===== src/rtl/pca_pkg.sv =====
package pca_pkg;

  localparam int unsigned ADDR_W   = 2;
  localparam int unsigned MOD_MAX  = 5;
  localparam int unsigned CNT_BASE = 2;

  localparam logic [ADDR_W-1:0] A_MODE = 2'd0;
  localparam logic [ADDR_W-1:0] A_CTRL = 2'd1;

  // control register bit positions
  localparam int unsigned C_OVF = 7;
  localparam int unsigned C_RUN = 6;

  // mode register bit positions
  localparam int unsigned M_IDLE = 7;
  localparam int unsigned M_WDT  = 6;
  localparam int unsigned M_IE   = 0;

  typedef enum logic [1:0] {
    SRC_SLOW = 2'b00,
    SRC_FAST = 2'b01,
    SRC_TMR  = 2'b10,
    SRC_PIN  = 2'b11
  } src_e;

  typedef struct packed {
    logic idle_stop;
    logic wdt_en;
    src_e src;
    logic ovf_ie;
  } mode_t;

endpackage


===== src/rtl/pca_divider.sv =====
module pca_divider #(
  parameter int unsigned DIV = 12
) (
  input  logic clk_i,
  input  logic rst_ni,
  output logic tick_o
);

  localparam int unsigned W = (DIV > 2) ? $clog2(DIV) : 1;
  localparam logic [W-1:0] LAST = W'(DIV - 1);

  logic [W-1:0] cnt_q;

  always_ff @(posedge clk_i or negedge rst_ni) begin
    if (!rst_ni)            cnt_q <= '0;
    else if (cnt_q == LAST) cnt_q <= '0;
    else                    cnt_q <= cnt_q + 1'b1;
  end

  assign tick_o = (cnt_q == LAST);

endmodule


===== src/rtl/pca_pin_sync.sv =====
module pca_pin_sync #(
  parameter int unsigned STAGES = 2
) (
  input  logic clk_i,
  input  logic rst_ni,
  input  logic pin_i,
  output logic rise_o
);

  // STAGES synchroniser flops plus one history flop for edge detection
  logic [STAGES:0] sh_q;

  always_ff @(posedge clk_i or negedge rst_ni) begin
    if (!rst_ni) sh_q <= '0;
    else         sh_q <= {sh_q[STAGES-1:0], pin_i};
  end

  assign rise_o = sh_q[STAGES-1] & ~sh_q[STAGES];

endmodule


===== src/rtl/pca_counter.sv =====
module pca_counter #(
  parameter int unsigned CNT_W  = 16,
  parameter int unsigned ADDR_W = 2,
  parameter int unsigned BASE   = 2
) (
  input  logic              clk_i,
  input  logic              rst_ni,
  input  logic              en_i,
  input  logic              we_i,
  input  logic [ADDR_W-1:0] addr_i,
  input  logic [7:0]        wdata_i,
  output logic [CNT_W-1:0]  cnt_o,
  output logic              wrap_o
);

  localparam int unsigned NB = CNT_W / 8;

  logic [CNT_W-1:0] cnt_q, cnt_d;
  logic [NB-1:0]    byte_we;
  logic             any_we;

  for (genvar b = 0; b < NB; b++) begin : g_bwe
    assign byte_we[b] = we_i && (addr_i == ADDR_W'(BASE + b));
  end

  assign any_we = |byte_we;

  always_comb begin
    cnt_d = cnt_q;
    if (any_we) begin
      for (int b = 0; b < NB; b++) begin
        if (byte_we[b]) cnt_d[b*8 +: 8] = wdata_i;
      end
    end else if (en_i) begin
      cnt_d = cnt_q + 1'b1;
    end
  end

  always_ff @(posedge clk_i or negedge rst_ni) begin
    if (!rst_ni) cnt_q <= '0;
    else         cnt_q <= cnt_d;
  end

  assign cnt_o  = cnt_q;
  assign wrap_o = en_i && !any_we && (&cnt_q);

endmodule


===== src/rtl/pca_flags.sv =====
module pca_flags #(
  parameter int unsigned NUM_MOD = 5
) (
  input  logic               clk_i,
  input  logic               rst_ni,
  input  logic               ctrl_we_i,
  input  logic               sw_ovf_i,
  input  logic               sw_run_i,
  input  logic [NUM_MOD-1:0] sw_evt_i,
  input  logic               wrap_i,
  input  logic [NUM_MOD-1:0] evt_i,
  output logic               ovf_o,
  output logic               run_o,
  output logic [NUM_MOD-1:0] evt_o
);

  logic ovf_q, run_q;

  // hardware set wins over a software write of 0
  always_ff @(posedge clk_i or negedge rst_ni) begin
    if (!rst_ni) begin
      ovf_q <= 1'b0;
      run_q <= 1'b0;
    end else begin
      ovf_q <= wrap_i | (ctrl_we_i ? sw_ovf_i : ovf_q);
      if (ctrl_we_i) run_q <= sw_run_i;
    end
  end

  for (genvar m = 0; m < NUM_MOD; m++) begin : g_evt
    logic flag_q;
    always_ff @(posedge clk_i or negedge rst_ni) begin
      if (!rst_ni) flag_q <= 1'b0;
      else         flag_q <= evt_i[m] | (ctrl_we_i ? sw_evt_i[m] : flag_q);
    end
    assign evt_o[m] = flag_q;
  end

  assign ovf_o = ovf_q;
  assign run_o = run_q;

endmodule


===== src/rtl/pca_timebase.sv =====
module pca_timebase
  import pca_pkg::*;
#(
  parameter int unsigned CNT_W       = 16,
  parameter int unsigned NUM_MOD     = 5,
  parameter int unsigned DIV_SLOW    = 12,
  parameter int unsigned DIV_FAST    = 4,
  parameter int unsigned SYNC_STAGES = 2
) (
  input  logic               clk_i,
  input  logic               rst_ni,
  input  logic               we_i,
  input  logic [ADDR_W-1:0]  addr_i,
  input  logic [7:0]         wdata_i,
  output logic [7:0]         rdata_o,
  input  logic               idle_i,
  input  logic               tmr_ovf_i,
  input  logic               cnt_pin_i,
  input  logic [NUM_MOD-1:0] mod_evt_i,
  output logic               irq_o,
  output logic               wdt_en_o
);

  localparam int unsigned NB = CNT_W / 8;

  mode_t            mode_q;
  logic             tick_slow, tick_fast, pin_rise;
  logic             src_tick, cnt_tick, wrap;
  logic             run_q, cf_q;
  logic [NUM_MOD-1:0] ccf_q;
  logic [CNT_W-1:0] cnt_val;
  logic             ctrl_we;
  logic [7:0]       ctrl_rd, mode_rd;

  // mode register
  always_ff @(posedge clk_i or negedge rst_ni) begin
    if (!rst_ni) begin
      mode_q <= '0;
    end else if (we_i && addr_i == A_MODE) begin
      mode_q.idle_stop <= wdata_i[M_IDLE];
      mode_q.wdt_en    <= wdata_i[M_WDT];
      mode_q.src       <= src_e'(wdata_i[2:1]);
      mode_q.ovf_ie    <= wdata_i[M_IE];
    end
  end

  pca_divider #(.DIV(DIV_SLOW)) u_div_slow (
    .clk_i (clk_i), .rst_ni (rst_ni), .tick_o (tick_slow)
  );

  pca_divider #(.DIV(DIV_FAST)) u_div_fast (
    .clk_i (clk_i), .rst_ni (rst_ni), .tick_o (tick_fast)
  );

  pca_pin_sync #(.STAGES(SYNC_STAGES)) u_pin (
    .clk_i (clk_i), .rst_ni (rst_ni), .pin_i (cnt_pin_i), .rise_o (pin_rise)
  );

  always_comb begin
    unique case (mode_q.src)
      SRC_SLOW: src_tick = tick_slow;
      SRC_FAST: src_tick = tick_fast;
      SRC_TMR:  src_tick = tmr_ovf_i;
      default:  src_tick = pin_rise;
    endcase
  end

  assign cnt_tick = run_q && !(mode_q.idle_stop && idle_i) && src_tick;

  pca_counter #(.CNT_W(CNT_W), .ADDR_W(ADDR_W), .BASE(CNT_BASE)) u_cnt (
    .clk_i   (clk_i),
    .rst_ni  (rst_ni),
    .en_i    (cnt_tick),
    .we_i    (we_i),
    .addr_i  (addr_i),
    .wdata_i (wdata_i),
    .cnt_o   (cnt_val),
    .wrap_o  (wrap)
  );

  assign ctrl_we = we_i && (addr_i == A_CTRL);

  pca_flags #(.NUM_MOD(NUM_MOD)) u_flags (
    .clk_i     (clk_i),
    .rst_ni    (rst_ni),
    .ctrl_we_i (ctrl_we),
    .sw_ovf_i  (wdata_i[C_OVF]),
    .sw_run_i  (wdata_i[C_RUN]),
    .sw_evt_i  (wdata_i[NUM_MOD-1:0]),
    .wrap_i    (wrap),
    .evt_i     (mod_evt_i),
    .ovf_o     (cf_q),
    .run_o     (run_q),
    .evt_o     (ccf_q)
  );

  always_comb begin
    ctrl_rd                = '0;
    ctrl_rd[C_OVF]         = cf_q;
    ctrl_rd[C_RUN]         = run_q;
    ctrl_rd[NUM_MOD-1:0]   = ccf_q;
    mode_rd                = '0;
    mode_rd[M_IDLE]        = mode_q.idle_stop;
    mode_rd[M_WDT]         = mode_q.wdt_en;
    mode_rd[2:1]           = mode_q.src;
    mode_rd[M_IE]          = mode_q.ovf_ie;
  end

  always_comb begin
    rdata_o = '0;
    if (addr_i == A_MODE)      rdata_o = mode_rd;
    else if (addr_i == A_CTRL) rdata_o = ctrl_rd;
    else begin
      for (int b = 0; b < NB; b++) begin
        if (addr_i == ADDR_W'(CNT_BASE + b)) rdata_o = cnt_val[b*8 +: 8];
      end
    end
  end

  assign irq_o    = (cf_q && mode_q.ovf_ie) || (|ccf_q);
  assign wdt_en_o = mode_q.wdt_en;

endmodule


===== config.mk =====
export PLATFORM = sky130hd
export DESIGN_NAME = pca_timebase
export DESIGN_NICKNAME = d
export VERILOG_FILES = /design/src/rtl/pca_pkg.sv /design/src/rtl/pca_divider.sv /design/src/rtl/pca_pin_sync.sv /design/src/rtl/pca_counter.sv /design/src/rtl/pca_flags.sv /design/src/rtl/pca_timebase.sv
export SDC_FILE = /design/constraint.sdc
export NUM_CORES = 1
export LEC_CHECK = 0
export ABC_AREA = 1
export CORE_UTILIZATION = 35
export DETAILED_ROUTE_END_ITERATION = 10
export DONT_BUFFER_PORTS = 1
export GPL_ROUTABILITY_DRIVEN = 0
export REMOVE_ABC_BUFFERS = 1
export SYNTH_ARGS = -nofsm -noshare
export SYNTH_HDL_FRONTEND = slang
export SYNTH_HIERARCHICAL = 1
export SYNTH_SLANG_ARGS = --single-unit
export TNS_END_PERCENT = 50

===== constraint.sdc =====
create_clock -name clk_i -period 4.2 [get_ports clk_i]
set_input_delay 0.84 -clock clk_i [delete_from_list [all_inputs] [get_ports clk_i]]
set_output_delay 0.84 -clock clk_i [all_outputs]
set_load 0.005 [all_outputs]

==> summary.md <==
| Metric | Value |
|---|---|
| Endpoints failing hold | `0` |
| Min Tclk post-route | `~2.3 ns` |
| Clock network power share | `0.243` |
| # DRC | `3` |
| Reg clk slew, reported paths | `approximately 0.080 ns` |
| Critical path class | `in2out` |
| Post-synth top area cell | `dfrtp_1` |
| Seq pwr share | `0.438` |
| Layout area overhead | `4.54%` |
| Port Buffers | `0` |
| Crit Path Max Fanout | `16` |
| Setup Skew | `0.00352 ns` |
| H-tree depth | `2` |
| Cell area after synthesis | `~2400 um^2` |
| RSZ-0062 raised after global routing | `no` |
| Fraction of layout cells with a size suffix above 1 | `0.125` |
| Post-synthesis async set-or-reset flop share | `1.00` |
| Routed WL | `roughly 6.0 mm` |
| Number of enable flip-flop cells after synthesis | `0` |
| Comb power frac | `0.319` |
| Peak VDD IR | `~0.00016 V` |
| Layout fillers | `689` |
| Gr ovfl total | `0` |
| Sink Count | `37` |
| Synth cell count leaders | `78 x nand2_1, 45 x nand3_1, 39 x inv_1` |
| First-pass detailed-route iteration total | `7` |
| Via density per instance | `5.30` |
| Post-route design area | `2510 um^2` |
| Most common cell in the netlist | `nand2_1` |
| Initial Util | `0.369` |
| Outcome | `complete, but fails checks` |
| Max-cap violations | `0` |
| Int Power | `a little under 0.8 mW` |
| Row cnt | `29` |
| I/O pin count | `31` |
| Leak Pwr | `1.26 nW` |
| Worst path bufs/invs | `0` |
| Hold Buf Count CTS | `0` |
| CTS tree | `yes` |
| Max frequency | `roughly 440 MHz` |
| Slew Limit Fails | `0` |
| Initial DRC Count | `~140` |
| Vias in the first global route | `between 2000 and 2500` |
| DP Area | `2390 um^2` |
| Hold crit path type | `in2async` |
| Data required time of the worst path | `3.36 ns` |
| Dpl hpwl | `roughly 4.5 mm` |
| Largest net degree at the start of global routing | `38` |
| # diodes | `0` |
| Critical Path Start Type | `input pin` |
| First-pass GRT wire length | `approximately 11 mm` |
| Synth Instances | `~330` |
| Yosys cell types | `32` |
| CP Cell Sequence | `nor2_2, nand2_1, nand4_1` |
| Register area share after synthesis | `0.386` |
| Global routing usage summed across all routing layers | `0.188` |
| Post-CTS Resized | `0` |
| Crit-path max cell delay | `0.32 ns` |
| CORE AREA | `around 6500 um^2` |
| Die width | `84.8 um` |
| Pwr per Cell Area | `534 nW/um^2` |
| Predominant post-synthesis flop cell | `dfrtp_1` |
| Net Switching | `about 0.54 mW` |
| Yosys top cell area share | `0.386` |
| Failing checks | `design-rule violations` |
| Clock Tree Buf Depth | `2` |
| Crit path max-delay family | `simple AND/OR/NAND/NOR gates` |
| Fin crit share | `0.537` |
| Skew-Pair Late Insertion Delay | `approximately 0.29 ns` |
| Top post-synthesis cells by area | `dfrtp_1 39%, nand2_1 12%, nand3_1 9.4%, inv_1 6.1%, nor2_1 5.5%` |
| WL/cell | `between 10 and 15 um` |
| Net Sw Frac | `0.406` |
| Antenna violations before repair | `0` |
| Setup bufs post-CTS | `0` |
| Routed Antenna Nets | `0` |
| Post-route setup TNS | `0 ns` |
| Avg Cell Area, Syn | `7.19 um^2` |
| Synth Register Bits | `37` |
| Die ar. | `7190 um^2` |
| Slew @ Worst Pin | `around 0.43 ns` |
| Crit. End Element | `output pin` |
| Worst EP arrival | `1.41 ns` |
| YS warnings | `6` |
| Root Driver | `clkbuf_8` |
| Final setup fails | `0` |
| Slew headroom | `0.714` |
| Slowest stage cell, crit path | `nor2_2` |
| DR vias | `roughly 2200` |
| Die H | `roughly 85 um` |
| CTS Buf Count | `5` |
| Final #Nets | `352` |
==> placed cells by master, fill, tap and decap left out, drive strengths merged <==
master	count
nand3b	1
a21boi	1
bufinv	1
o21ai	10
ha	3
nor4	1
dfrtp	37
o21bai	2
nand4	8
a21oi	21
nand2	91
and3	1
clkbuf	7
o22ai	1
a22oi	1
a31oi	2
nor2	41
inv	45
o2111ai	1
nand3	52
nor3	2
==> worst paths after layout <==
path                                               start                                 to  slack, ns  cells after the start
max                                            addr_i[1]                         rdata_o[7]       1.95                      3
min                                               rst_ni  u_flags/g_evt[0].flag_q$_DFF_PN0_       0.24                      0
max reg2reg                u_div_slow/cnt_q[0]$_DFF_PN0_         u_cnt/cnt_o[7]$_DFFE_PN0P_       2.07                     14
min reg2reg                      u_pin/sh_q[0]$_DFF_PN0_            u_pin/sh_q[1]$_DFF_PN0_       0.35                      0
max in group asynchronous                         rst_ni      u_div_slow/cnt_q[2]$_DFF_PN0_       3.88                      0
min in group clk_i               u_pin/sh_q[0]$_DFF_PN0_            u_pin/sh_q[1]$_DFF_PN0_       0.35                      0
==> cells by family after synthesis <==
family / Yosys count / synth area share
buffers and inverters: 58 / 0.117
AO/OA/AOI/OAI: 39 / 0.0902
AND/OR/NAND/NOR: 197 / 0.392
flip-flops: 37 / 0.386
adder cells (fa/ha/maj): 3 / 0.0156
==> cell type report <==
cell class,count,area (um^2),area share
Multi-Input combinational cell,239,1190,0.476
Inverter,45,176,0.0703
Tap cell,77,96.3,0.0384
Sequential cell,37,926,0.369
Clock inverter,1,30.0,0.0120
Clock buffer,7,86.3,0.0344
==> registers in the layout (all words and copies together), names as in the netlist <==
name and flops:
u_cnt/cnt_o 16, u_flags/g_evt.flag_q 5, mode_q 4, u_div_slow/cnt_q 4, u_pin/sh_q 3, u_div_fast/cnt_q 2
u_flags/ovf_o 1, u_flags/run_o 1, wdt_en_o 1
==> layer usage <==
layer | global-route usage | up-vias | routed length (um)
li1 | - | 1066 | -
met1 | 0.262 | 1011 | 2740
met2 | 0.272 | 60 | 2620
met3 | 0.0492 | 14 | 469
met4 | 0.0863 | 0 | 179
met5 | 0 | - | 0
==> through the flow <==
step	instances	util	worst slack [ns]	power (mW)	hold WS [ns]
after floorplan	321	-	2.10	0.895	0.331
after global placement	398	0.368	1.97	1.00	0.335
after detailed placement	398	0.368	1.96	1.01	0.335
after CTS	406	0.386	1.96	1.34	0.226
after global routing	406	0.386	1.81	1.46	0.214
final	406	0.386	1.95	1.34	0.235
==> power groups by stage <==
stage | logic (mW) | registers, mW | clock network, mW
2_1_floorplan | 0.352 | 0.543 | 0
3_3_place_gp | 0.412 | 0.590 | 0
3_5_place_dp | 0.420 | 0.592 | 0
4_1_cts | 0.423 | 0.585 | 0.334
5_1_grt | 0.499 | 0.606 | 0.352
6_report | 0.428 | 0.587 | 0.325
(Power assumes the default switching activity.)
